**src/rtl/core_irq_pkg.sv**
```systemverilog
package core_irq_pkg;
  localparam int unsigned ADDR_W  = 8;
  localparam int unsigned CTL_W   = 8;
  localparam int unsigned N_TMR   = 4;
  localparam int unsigned N_MBX   = 4;
  localparam int unsigned PEND_W  = N_TMR + N_MBX + 2;
  localparam int unsigned BIT_MBX = N_TMR;
  localparam int unsigned BIT_GPU = N_TMR + N_MBX;
  localparam int unsigned BIT_PMU = BIT_GPU + 1;
  localparam int unsigned STRIDE  = 4;

  localparam logic [ADDR_W-1:0] OFS_ROUTE   = 8'h0C;
  localparam logic [ADDR_W-1:0] OFS_PMU_SET = 8'h10;
  localparam logic [ADDR_W-1:0] OFS_PMU_CLR = 8'h14;
  localparam logic [ADDR_W-1:0] OFS_TMR     = 8'h40;
  localparam logic [ADDR_W-1:0] OFS_MBX     = 8'h50;
  localparam logic [ADDR_W-1:0] OFS_IRQP    = 8'h60;
  localparam logic [ADDR_W-1:0] OFS_FIQP    = 8'h70;

  // A source is normal-priority only while its fast enable is clear.
  function automatic logic [3:0] steer_irq(logic [3:0] lvl, logic [CTL_W-1:0] ctl);
    return lvl & ctl[3:0] & ~ctl[7:4];
  endfunction

  function automatic logic [3:0] steer_fiq(logic [3:0] lvl, logic [CTL_W-1:0] ctl);
    return lvl & ctl[7:4];
  endfunction

  // Address of the per-core slot idx inside a bank.
  function automatic logic hits_slot(logic [ADDR_W-1:0] addr, logic [ADDR_W-1:0] base,
                                     int unsigned idx);
    return addr == (base + ADDR_W'(idx * STRIDE));
  endfunction
endpackage

```
**src/rtl/core_irq_regs.sv**
```systemverilog
module core_irq_regs
  import core_irq_pkg::*;
#(
  parameter int unsigned NUM_CORES = 4,
  parameter int unsigned CSEL_W    = 2
) (
  input  logic                             clk,
  input  logic                             rst_n,
  input  logic                             wr_en,
  input  logic [ADDR_W-1:0]                wr_addr,
  input  logic [CTL_W-1:0]                 wr_data,
  output logic [NUM_CORES-1:0][CTL_W-1:0]  tmr_ctl,
  output logic [NUM_CORES-1:0][CTL_W-1:0]  mbx_ctl,
  output logic [CSEL_W-1:0]                irq_sel,
  output logic [CSEL_W-1:0]                fiq_sel,
  output logic [NUM_CORES-1:0]             pmu_en,
  output logic                             pmu_set_hit,
  output logic                             pmu_clr_hit
);
  logic route_hit;

  assign route_hit   = wr_en && (wr_addr == OFS_ROUTE);
  assign pmu_set_hit = wr_en && (wr_addr == OFS_PMU_SET);
  assign pmu_clr_hit = wr_en && (wr_addr == OFS_PMU_CLR);

  for (genvar c = 0; c < NUM_CORES; c++) begin : g_core
    logic tmr_hit, mbx_hit;
    assign tmr_hit = wr_en && hits_slot(wr_addr, OFS_TMR, c);
    assign mbx_hit = wr_en && hits_slot(wr_addr, OFS_MBX, c);

    always_ff @(posedge clk or negedge rst_n) begin
      if (!rst_n) begin
        tmr_ctl[c] <= '0;
        mbx_ctl[c] <= '0;
      end else begin
        if (tmr_hit) tmr_ctl[c] <= wr_data;
        if (mbx_hit) mbx_ctl[c] <= wr_data;
      end
    end
  end

  always_ff @(posedge clk or negedge rst_n) begin
    if (!rst_n) begin
      irq_sel <= '0;
      fiq_sel <= '0;
    end else if (route_hit) begin
      irq_sel <= wr_data[CSEL_W-1:0];
      fiq_sel <= wr_data[2*CSEL_W-1:CSEL_W];
    end
  end

  always_ff @(posedge clk or negedge rst_n) begin
    if (!rst_n) begin
      pmu_en <= '0;
    end else if (pmu_set_hit) begin
      pmu_en <= pmu_en | wr_data[NUM_CORES-1:0];
    end else if (pmu_clr_hit) begin
      pmu_en <= pmu_en & ~wr_data[NUM_CORES-1:0];
    end
  end
endmodule

```
**src/rtl/core_irq_lane.sv**
```systemverilog
module core_irq_lane
  import core_irq_pkg::*;
#(
  parameter int unsigned CORE_ID = 0,
  parameter int unsigned CSEL_W  = 2
) (
  input  logic [N_TMR-1:0]  tmr_lvl,
  input  logic [N_MBX-1:0]  mbx_act,
  input  logic [CTL_W-1:0]  tmr_ctl,
  input  logic [CTL_W-1:0]  mbx_ctl,
  input  logic              gpu_irq,
  input  logic [CSEL_W-1:0] irq_sel,
  input  logic [CSEL_W-1:0] fiq_sel,
  input  logic              pmu_lvl,
  input  logic              pmu_en,
  output logic [PEND_W-1:0] irq_pend,
  output logic [PEND_W-1:0] fiq_pend,
  output logic              irq_out,
  output logic              fiq_out
);
  localparam logic [CSEL_W-1:0] ME = CSEL_W'(CORE_ID);

  logic gpu_fast_here, gpu_norm_here;

  // Fast routing wins when both selectors name this core.
  assign gpu_fast_here = gpu_irq && (fiq_sel == ME);
  assign gpu_norm_here = gpu_irq && (irq_sel == ME) && (fiq_sel != ME);

  always_comb begin
    irq_pend = '0;
    fiq_pend = '0;
    irq_pend[N_TMR-1:0]               = steer_irq(tmr_lvl, tmr_ctl);
    fiq_pend[N_TMR-1:0]               = steer_fiq(tmr_lvl, tmr_ctl);
    irq_pend[BIT_MBX +: N_MBX]        = steer_irq(mbx_act, mbx_ctl);
    fiq_pend[BIT_MBX +: N_MBX]        = steer_fiq(mbx_act, mbx_ctl);
    irq_pend[BIT_GPU]                 = gpu_norm_here;
    fiq_pend[BIT_GPU]                 = gpu_fast_here;
    irq_pend[BIT_PMU]                 = pmu_lvl && pmu_en;
  end

  assign irq_out = |irq_pend;
  assign fiq_out = |fiq_pend;
endmodule

```
**src/rtl/core_irq_rdmux.sv**
```systemverilog
module core_irq_rdmux
  import core_irq_pkg::*;
#(
  parameter int unsigned NUM_CORES = 4,
  parameter int unsigned CSEL_W    = 2,
  parameter int unsigned RDATA_W   = 32
) (
  input  logic [ADDR_W-1:0]                rd_addr,
  input  logic [NUM_CORES-1:0][CTL_W-1:0]  tmr_ctl,
  input  logic [NUM_CORES-1:0][CTL_W-1:0]  mbx_ctl,
  input  logic [CSEL_W-1:0]                irq_sel,
  input  logic [CSEL_W-1:0]                fiq_sel,
  input  logic [NUM_CORES-1:0]             pmu_en,
  input  logic [NUM_CORES-1:0][PEND_W-1:0] irq_pend,
  input  logic [NUM_CORES-1:0][PEND_W-1:0] fiq_pend,
  output logic [RDATA_W-1:0]               rd_data
);
  always_comb begin
    rd_data = '0;
    if (rd_addr == OFS_ROUTE)   rd_data = RDATA_W'({fiq_sel, irq_sel});
    if (rd_addr == OFS_PMU_SET) rd_data = RDATA_W'(pmu_en);
    for (int c = 0; c < NUM_CORES; c++) begin
      if (hits_slot(rd_addr, OFS_TMR, c))  rd_data = RDATA_W'(tmr_ctl[c]);
      if (hits_slot(rd_addr, OFS_MBX, c))  rd_data = RDATA_W'(mbx_ctl[c]);
      if (hits_slot(rd_addr, OFS_IRQP, c)) rd_data = RDATA_W'(irq_pend[c]);
      if (hits_slot(rd_addr, OFS_FIQP, c)) rd_data = RDATA_W'(fiq_pend[c]);
    end
  end
endmodule

```
**src/rtl/core_irq_router.sv**
```systemverilog
module core_irq_router
  import core_irq_pkg::*;
#(
  parameter int unsigned NUM_CORES = 4,
  parameter int unsigned RDATA_W   = 32
) (
  input  logic                         clk,
  input  logic                         rst_n,
  input  logic                         wr_en,
  input  logic [ADDR_W-1:0]            wr_addr,
  input  logic [CTL_W-1:0]             wr_data,
  input  logic [ADDR_W-1:0]            rd_addr,
  output logic [RDATA_W-1:0]           rd_data,
  input  logic [NUM_CORES*N_TMR-1:0]   tmr_lvl,
  input  logic [NUM_CORES*N_MBX-1:0]   mbx_act,
  input  logic                         gpu_irq,
  input  logic [NUM_CORES-1:0]         pmu_lvl,
  output logic [NUM_CORES-1:0]         core_irq,
  output logic [NUM_CORES-1:0]         core_fiq
);
  localparam int unsigned CSEL_W = (NUM_CORES > 1) ? $clog2(NUM_CORES) : 1;

  logic [NUM_CORES-1:0][CTL_W-1:0]  tmr_ctl;
  logic [NUM_CORES-1:0][CTL_W-1:0]  mbx_ctl;
  logic [CSEL_W-1:0]                irq_sel;
  logic [CSEL_W-1:0]                fiq_sel;
  logic [NUM_CORES-1:0]             pmu_en;
  logic                             pmu_set_hit;
  logic                             pmu_clr_hit;
  logic [NUM_CORES-1:0][PEND_W-1:0] irq_pend_all;
  logic [NUM_CORES-1:0][PEND_W-1:0] fiq_pend_all;

  core_irq_regs #(.NUM_CORES(NUM_CORES), .CSEL_W(CSEL_W)) u_regs (
    .clk(clk), .rst_n(rst_n), .wr_en(wr_en), .wr_addr(wr_addr), .wr_data(wr_data),
    .tmr_ctl(tmr_ctl), .mbx_ctl(mbx_ctl), .irq_sel(irq_sel), .fiq_sel(fiq_sel),
    .pmu_en(pmu_en), .pmu_set_hit(pmu_set_hit), .pmu_clr_hit(pmu_clr_hit)
  );

  for (genvar c = 0; c < NUM_CORES; c++) begin : g_lane
    core_irq_lane #(.CORE_ID(c), .CSEL_W(CSEL_W)) u_lane (
      .tmr_lvl(tmr_lvl[c*N_TMR +: N_TMR]),
      .mbx_act(mbx_act[c*N_MBX +: N_MBX]),
      .tmr_ctl(tmr_ctl[c]),
      .mbx_ctl(mbx_ctl[c]),
      .gpu_irq(gpu_irq),
      .irq_sel(irq_sel),
      .fiq_sel(fiq_sel),
      .pmu_lvl(pmu_lvl[c]),
      .pmu_en(pmu_en[c]),
      .irq_pend(irq_pend_all[c]),
      .fiq_pend(fiq_pend_all[c]),
      .irq_out(core_irq[c]),
      .fiq_out(core_fiq[c])
    );
  end

  core_irq_rdmux #(.NUM_CORES(NUM_CORES), .CSEL_W(CSEL_W), .RDATA_W(RDATA_W)) u_rdmux (
    .rd_addr(rd_addr), .tmr_ctl(tmr_ctl), .mbx_ctl(mbx_ctl),
    .irq_sel(irq_sel), .fiq_sel(fiq_sel), .pmu_en(pmu_en),
    .irq_pend(irq_pend_all), .fiq_pend(fiq_pend_all), .rd_data(rd_data)
  );
endmodule

```
**config.mk**
```make
export PLATFORM = sky130hd
export DESIGN_NAME = core_irq_router
export DESIGN_NICKNAME = d
export VERILOG_FILES = /design/src/rtl/core_irq_pkg.sv /design/src/rtl/core_irq_regs.sv /design/src/rtl/core_irq_lane.sv /design/src/rtl/core_irq_rdmux.sv /design/src/rtl/core_irq_router.sv
export SDC_FILE = /design/constraint.sdc
export NUM_CORES = 1
export LEC_CHECK = 0
export BUFFER_PORTS_ARGS = -buffer_cell sky130_fd_sc_hd__buf_2
export CAP_MARGIN = 20
export CORE_MARGIN = 3
export CORE_UTILIZATION = 50
export DETAILED_ROUTE_END_ITERATION = 6
export GPL_TIMING_DRIVEN = 0
export HOLD_SLACK_MARGIN = 0.15
export PLACE_DENSITY_LB_ADDON = 0.3
export SYNTH_ARGS = -nofsm -noshare
export SYNTH_HDL_FRONTEND = slang
export SYNTH_SLANG_ARGS = --single-unit
```
**constraint.sdc**
```tcl
create_clock -name clk -period 8.3 [get_ports clk]
set_clock_uncertainty 0.15 [all_clocks]
set_input_delay 2.075 -clock clk [delete_from_list [all_inputs] [get_ports clk]]
set_output_delay 2.075 -clock clk [all_outputs]
set_load 0.01 [all_outputs]
```
-- After elaboration in Yosys (flattened, before gate mapping)
Cells that the tools add are included.
- bits of input ports: 64
- logic and storage cells: 143
- bits in registers: 72
- output and inout port bits: 40
- mux-type cells: 20
- reduce and logical (&&, ||, !) cells: 39
- equality and inequality tests: 38
- bitwise gates (word level): 35
- operators with widths (cell ; number):
    $eq 8x7->1 const B ; 24
    $mux 10 ; 14
    $and 4x4->4 ; 25
    $reduce_or 10->1 ; 4
    $not 4->4 ; 9
    $reduce_or 9->1 ; 4
    $logic_and 1x1->1 ; 27
    $eq 8x5->1 const B ; 3
    $eq 8x4->1 const B ; 2
    $mux 4 ; 4
    $mux 8 ; 2
    $eq 2x2->1 const B ; 4
    $eq 2x1->1 const B ; 2
    $logic_not 2->1 ; 2
    $ne 2x2->1 const B ; 2
    $or 4x4->4 ; 1
    $reduce_bool 2->1 ; 2
    $ne 2x1->1 const B ; 1

-- Depth between registers and ports, before layout
- depth in word-level cells: 19
- depth in mapped cells: 10
- gate-level depth less buffers: 6

-- By module
Synthesis repeated with hierarchy kept, for this count alone.
- cells, all modules: 670
- area, all modules: 5811.8 um2
- modules (own cells, without submodules) (module ; area each (um2) ; seq. area each (um2) ; instances ; cells an instance):
    core_irq_regs ; 2911.5 ; 1801.7 ; 1 ; 180
    core_irq_rdmux ; 2062.0 ; 0.0 ; 1 ; 331
    core_irq_lane at g_lane[1].u_lane ... ; 210.2 ; 0.0 ; 3 ; 40
    core_irq_lane at g_lane[0].u_lane ; 207.7 ; 0.0 ; 1 ; 39

-- Worst setup path after synthesis
OpenSTA, ideal clock, no wires.
- path type: input to output
- from: in rd_addr[0]
- to: out rd_data[3]
- arrival: 3652 ps
- stages on the path: 8
- data required time: 6075 ps
- setup slack: 2423 ps
- buffers on the path: 2
- cells stage by stage: buf_4 > or4_4 > buf_6 > nor2_8 > a31oi_1 > o221ai_2 > a221oi_2 > o41ai_2
- longest elaborated chain between the ends: 19
- elaborated cells between the ends (all ways): 36
- classes of those cells: eq/ne (18); mux (18)
- ends and longest elaborated chain (element ; RTL line ; text):
    from (decl) ; core_irq_router.sv:12 ; input logic [ADDR_W-1:0] rd_addr,
    $eq 8x4->1 ; core_irq_rdmux.sv:20 ; if (rd_addr == OFS_ROUTE) rd_data = RDATA_W'({fiq_sel, irq_sel});
    $mux 4 ; core_irq_rdmux.sv:20 ;
    $mux 4 ; core_irq_rdmux.sv:21 ; if (rd_addr == OFS_PMU_SET) rd_data = RDATA_W'(pmu_en);
    $mux 8 ; core_irq_rdmux.sv:23 ; if (hits_slot(rd_addr, OFS_TMR, c)) rd_data = RDATA_W'(tmr_ctl[c]);
    $mux 8 ; core_irq_rdmux.sv:24 ; if (hits_slot(rd_addr, OFS_MBX, c)) rd_data = RDATA_W'(mbx_ctl[c]);
    $mux 10 ; core_irq_rdmux.sv:25 ; if (hits_slot(rd_addr, OFS_IRQP, c)) rd_data = RDATA_W'(irq_pend[c]);
    $mux 10 ; core_irq_rdmux.sv:26 ; if (hits_slot(rd_addr, OFS_FIQP, c)) rd_data = RDATA_W'(fiq_pend[c]);
    $mux 10 ; core_irq_rdmux.sv:23 ;
    [3 not listed] ; -- ;
    $mux 10 ; core_irq_rdmux.sv:23 ;
    $mux 10 ; core_irq_rdmux.sv:24 ;
    $mux 10 ; core_irq_rdmux.sv:25 ;
    $mux 10 ; core_irq_rdmux.sv:26 ;
    $mux 10 ; core_irq_rdmux.sv:23 ;
    $mux 10 ; core_irq_rdmux.sv:24 ;
    $mux 10 ; core_irq_rdmux.sv:25 ;
    $mux 10 * ; core_irq_rdmux.sv:26 ;
    to (decl) ; core_irq_router.sv:13 ; output logic [RDATA_W-1:0] rd_data,
Mark *: on every way between the ends. The rest lies on a longest branch, timed or not.

-- Worst setup path after layout
- from: in rd_addr[7]
- to: out rd_data[1]
The elaborated chain is that of the path after synthesis.

==> results.json <==
{
  "finalWeightedCongestion": 1.04,
  "avgSynthCellArea_um2": 8.62,
  "min_path_type": "reg2reg",
  "maxCapViolations": 0,
  "io_pins": 104,
  "dr.pass1.iters": 5,
  "worst_slew_pin_slew_ps": 929,
  "drc_errors": 0,
  "seq_area_um2": 1800,
  "ys_seq_elements": 72,
  "leakage_nw": 2.90,
  "numCtsBuffers": 9,
  "cts_resized": 0,
  "antenna_left": 0,
  "setup_violations": 0,
  "vdd.ir_drop.worst_mv": 0.168,
  "max_freq_ghz": 0.148,
  "ys_seq_area_frac": 0.324,
  "grt_pass1_vias": 5425,
  "slew_headroom": 0.378,
  "setup_tns_ps": 0,
  "final_cell_area_um2": 6390,
  "place_area_um2": 6170,
  "synthArstFlopShare": 1.00,
  "rsz0062_at_grt": "no",
  "antenna_found_initial": 0,
  "multi_input_area_um2": 3330,
  "hpwl_um": 16200,
  "overflow": 0,
  "synthMuxAreaShare": 0.133,
  "grtUsageTotal": 0.341,
  "synth_simple_gate_area_share": 0.241,
  "synth_edf_count": 0,
  "cts.sinks": 72,
  "port_buffers": 70,
  "antennaDiodeCount": 0,
  "path_class": "in2out",
  "min_path_cells": 1,
  "status": "completed",
  "initial_core_util": 0.527,
  "clk_pin_slew_ps": 80,
  "synth_xor_area_frac": 0,
  "fin_crit_sh": 0.814,
  "area_growth_pct": 14.9,
  "drive_above_1_share": 0.301,
  "h-tree-depth": 3,
  "hold_violations": 0,
  "viasPerCell": 6.51,
  "rows": 37,
  "root_buffer": "clkbuf_8",
  "die-area_um2": 12400,
  "synth_fa_ha_area_frac": 0,
  "clock_latency_ps": 380,
  "period_needed_ps": 6760,
  "clock_path_buffers": 2,
  "grt_max_degree": 73,
  "final-max-slew-violation-count": 0,
  "yosysWarnings": 0,
  "synth_compound_area_frac": 0.211,
  "ctsHoldBuffers": 0,
  "endpoint_kind": "output pin",
  "cts_tree": "yes",
  "synthFlopType": "dfrtp_1",
  "p_per_area_nw_per_um2": 139,
  "cp-start-kind": "primary input",
  "critical_path_arrival_ps": 4530,
  "num_vias": 5785,
  "drtIter0Drc": 602,
  "wire_per_inst_um": 24.3,
  "required_ps": 6080,
  "worstPathMaxFanout": 10,
  "die_w_um": 111,
  "grt_pass1_wl_um": 32100,
  "ys_types": 71,
  "synth_top_family_by_area": "simple AND/OR/NAND/NOR gates",
  "fillCellCount": 982,
  "ff2ff_path_depth": 2,
  "nets": 813,
  "post_cts_buffers": 0,
  "wirelength_um": 21600,
  "coreArea_um2": 10600,
  "die_h_um": 111,
  "synth_area_um2": 5560,
  "netlist_instances": 645
}
[metrics by stage]
step / power, mW / hold WS (ps) / setup WS [ps] / instances / util
2_1_floorplan: 0.491 / 318 / 2420 / 666 / -
3_3_place_gp: 0.562 / 373 / 1480 / 872 / 0.583
3_5_place_dp: 0.565 / 384 / 1680 / 874 / 0.585
4_1_cts: 0.886 / 406 / 1680 / 889 / 0.605
5_1_grt: 0.920 / 427 / 1470 / 889 / 0.605
6_report: 0.889 / 401 / 1540 / 889 / 0.605
[cell type report]
| class | count | share of cell area |
|---|---|---|
| Multi-Input combinational cell | 506 | 0.522 |
| Tap cell | 136 | 0.0266 |
| Sequential cell | 72 | 0.282 |
| Timing Repair Buffer | 72 | 0.0568 |
| Clock inverter | 6 | 0.0147 |
| Buffer | 68 | 0.0668 |
| Inverter | 20 | 0.0118 |
| Clock buffer | 9 | 0.0194 |
[critical path: stages]
cell and delay, ps:
buf_2 110, buf_2 210, nand2b_1 120, clkbuf_1 400, nor2_1 170, a221oi_1 480
o221ai_1 360, a221oi_1 370, o31ai_2 90, buf_2 140
[power breakdown]
part | switching (mW) | internal (mW)
registers | 0.0229 | 0.367
logic | 0.103 | 0.0719
clock network | 0.154 | 0.170
[logic make-up (layout without fill, tap and decap cells)]
kind of cell	Yosys count	after routing
muxes	66	66
AOI/OAI and AO/OA	169	169
buffers and inverters	88	175
DFF	72	72
and+or+nand+nor	249	249
other	1	22
[cells in the mapped netlist, types with 2 or more instances]
library cell / count / area [µm²]
nand2_1: 94 / 353
dfrtp_1: 72 / 1800
mux2_2: 64 / 721
o21ai_0: 43 / 215
nor2_1: 38 / 143
buf_4: 32 / 240
a21oi_1: 28 / 140
inv_1: 20 / 75.1
nand3_1: 20 / 100
buf_2: 18 / 90.1
nand3b_1: 16 / 120
o22ai_1: 13 / 81.3
nor3_1: 12 / 60.1
a22oi_1: 11 / 82.6
clkbuf_1: 10 / 37.5
a221oi_1: 9 / 78.8
nand2b_1: 9 / 56.3
a31oi_1: 7 / 43.8
nor2b_1: 7 / 43.8
nor4_1: 7 / 43.8
o32ai_1: 7 / 61.3
a211oi_1: 6 / 45.0
a32oi_1: 6 / 52.6
nand4_1: 6 / 37.5
clkbuf_2: 5 / 25.0
nor3b_1: 5 / 37.5
o221ai_1: 5 / 43.8
a2bb2oi_1: 4 / 35.0
and2_1: 4 / 25.0
nor4b_1: 4 / 35.0
o2111ai_1: 4 / 35.0
o2bb2ai_1: 4 / 35.0
and3_1: 3 / 18.8
buf_6: 3 / 33.8
o211ai_1: 3 / 22.5
or4b_1: 3 / 30.0
a222oi_1: 2 / 20.0
a22o_1: 2 / 17.5
a41oi_1: 2 / 17.5
and4b_1: 2 / 20.0
and4bb_2: 2 / 25.0
mux2i_1: 2 / 20.0
nand4bb_1: 2 / 22.5
or2_2: 2 / 12.5
[final timing paths]
path	from	endpoint	slack, ps
worst min-delay path	u_regs.mbx_ctl[11]	u_regs.mbx_ctl[11]	400
min in group asynchronous	rst_n	async pin	1670
worst min register to register	u_regs.mbx_ctl[11]	u_regs.mbx_ctl[11]	400
worst max register to register	u_regs.fiq_sel[0]	u_regs.fiq_sel[0]	7160
worst max-delay path	rd_addr[7]	rd_data[1]	1540
max in group asynchronous	rst_n	u_regs.fiq_sel[0]	5740
[per-layer routing]
layer,vias to the layer above,part of all wire,wire [µm],GRT usage
li1,2564,-,-,-
met1,2827,0.41,8880,0.463
met2,347,0.45,9720,0.525
met3,47,0.10,2200,0.0897
met4,0,0.036,768,0.124
met5,-,0,0,0
[placed cells by master (no fill, tap or decap), types with 12 or more instances in the layout]
cell type | synthesis | routed
nand3_1 | 20 | 20
o21ai_0 | 43 | 43
a21oi_1 | 28 | 28
buf_4 | 32 | 33
nand3b_1 | 16 | 16
nor2_1 | 38 | 38
inv_1 | 20 | 20
nand2_1 | 94 | 94
o22ai_1 | 13 | 13
nor3_1 | 12 | 12
mux2_2 | 64 | 64
buf_2 | 18 | 89
dfrtp_1 | 72 | 72
conb_1 | 1 | 22
[flip-flops by register name, indices dropped and copies added (netlist names), named ones only]
signal and count:
u_regs.tmr_ctl 32, u_regs.fiq_sel 2, u_regs.irq_sel 2, u_regs.mbx_ctl 32
Note: power is estimated with default switching activity, not from simulation.
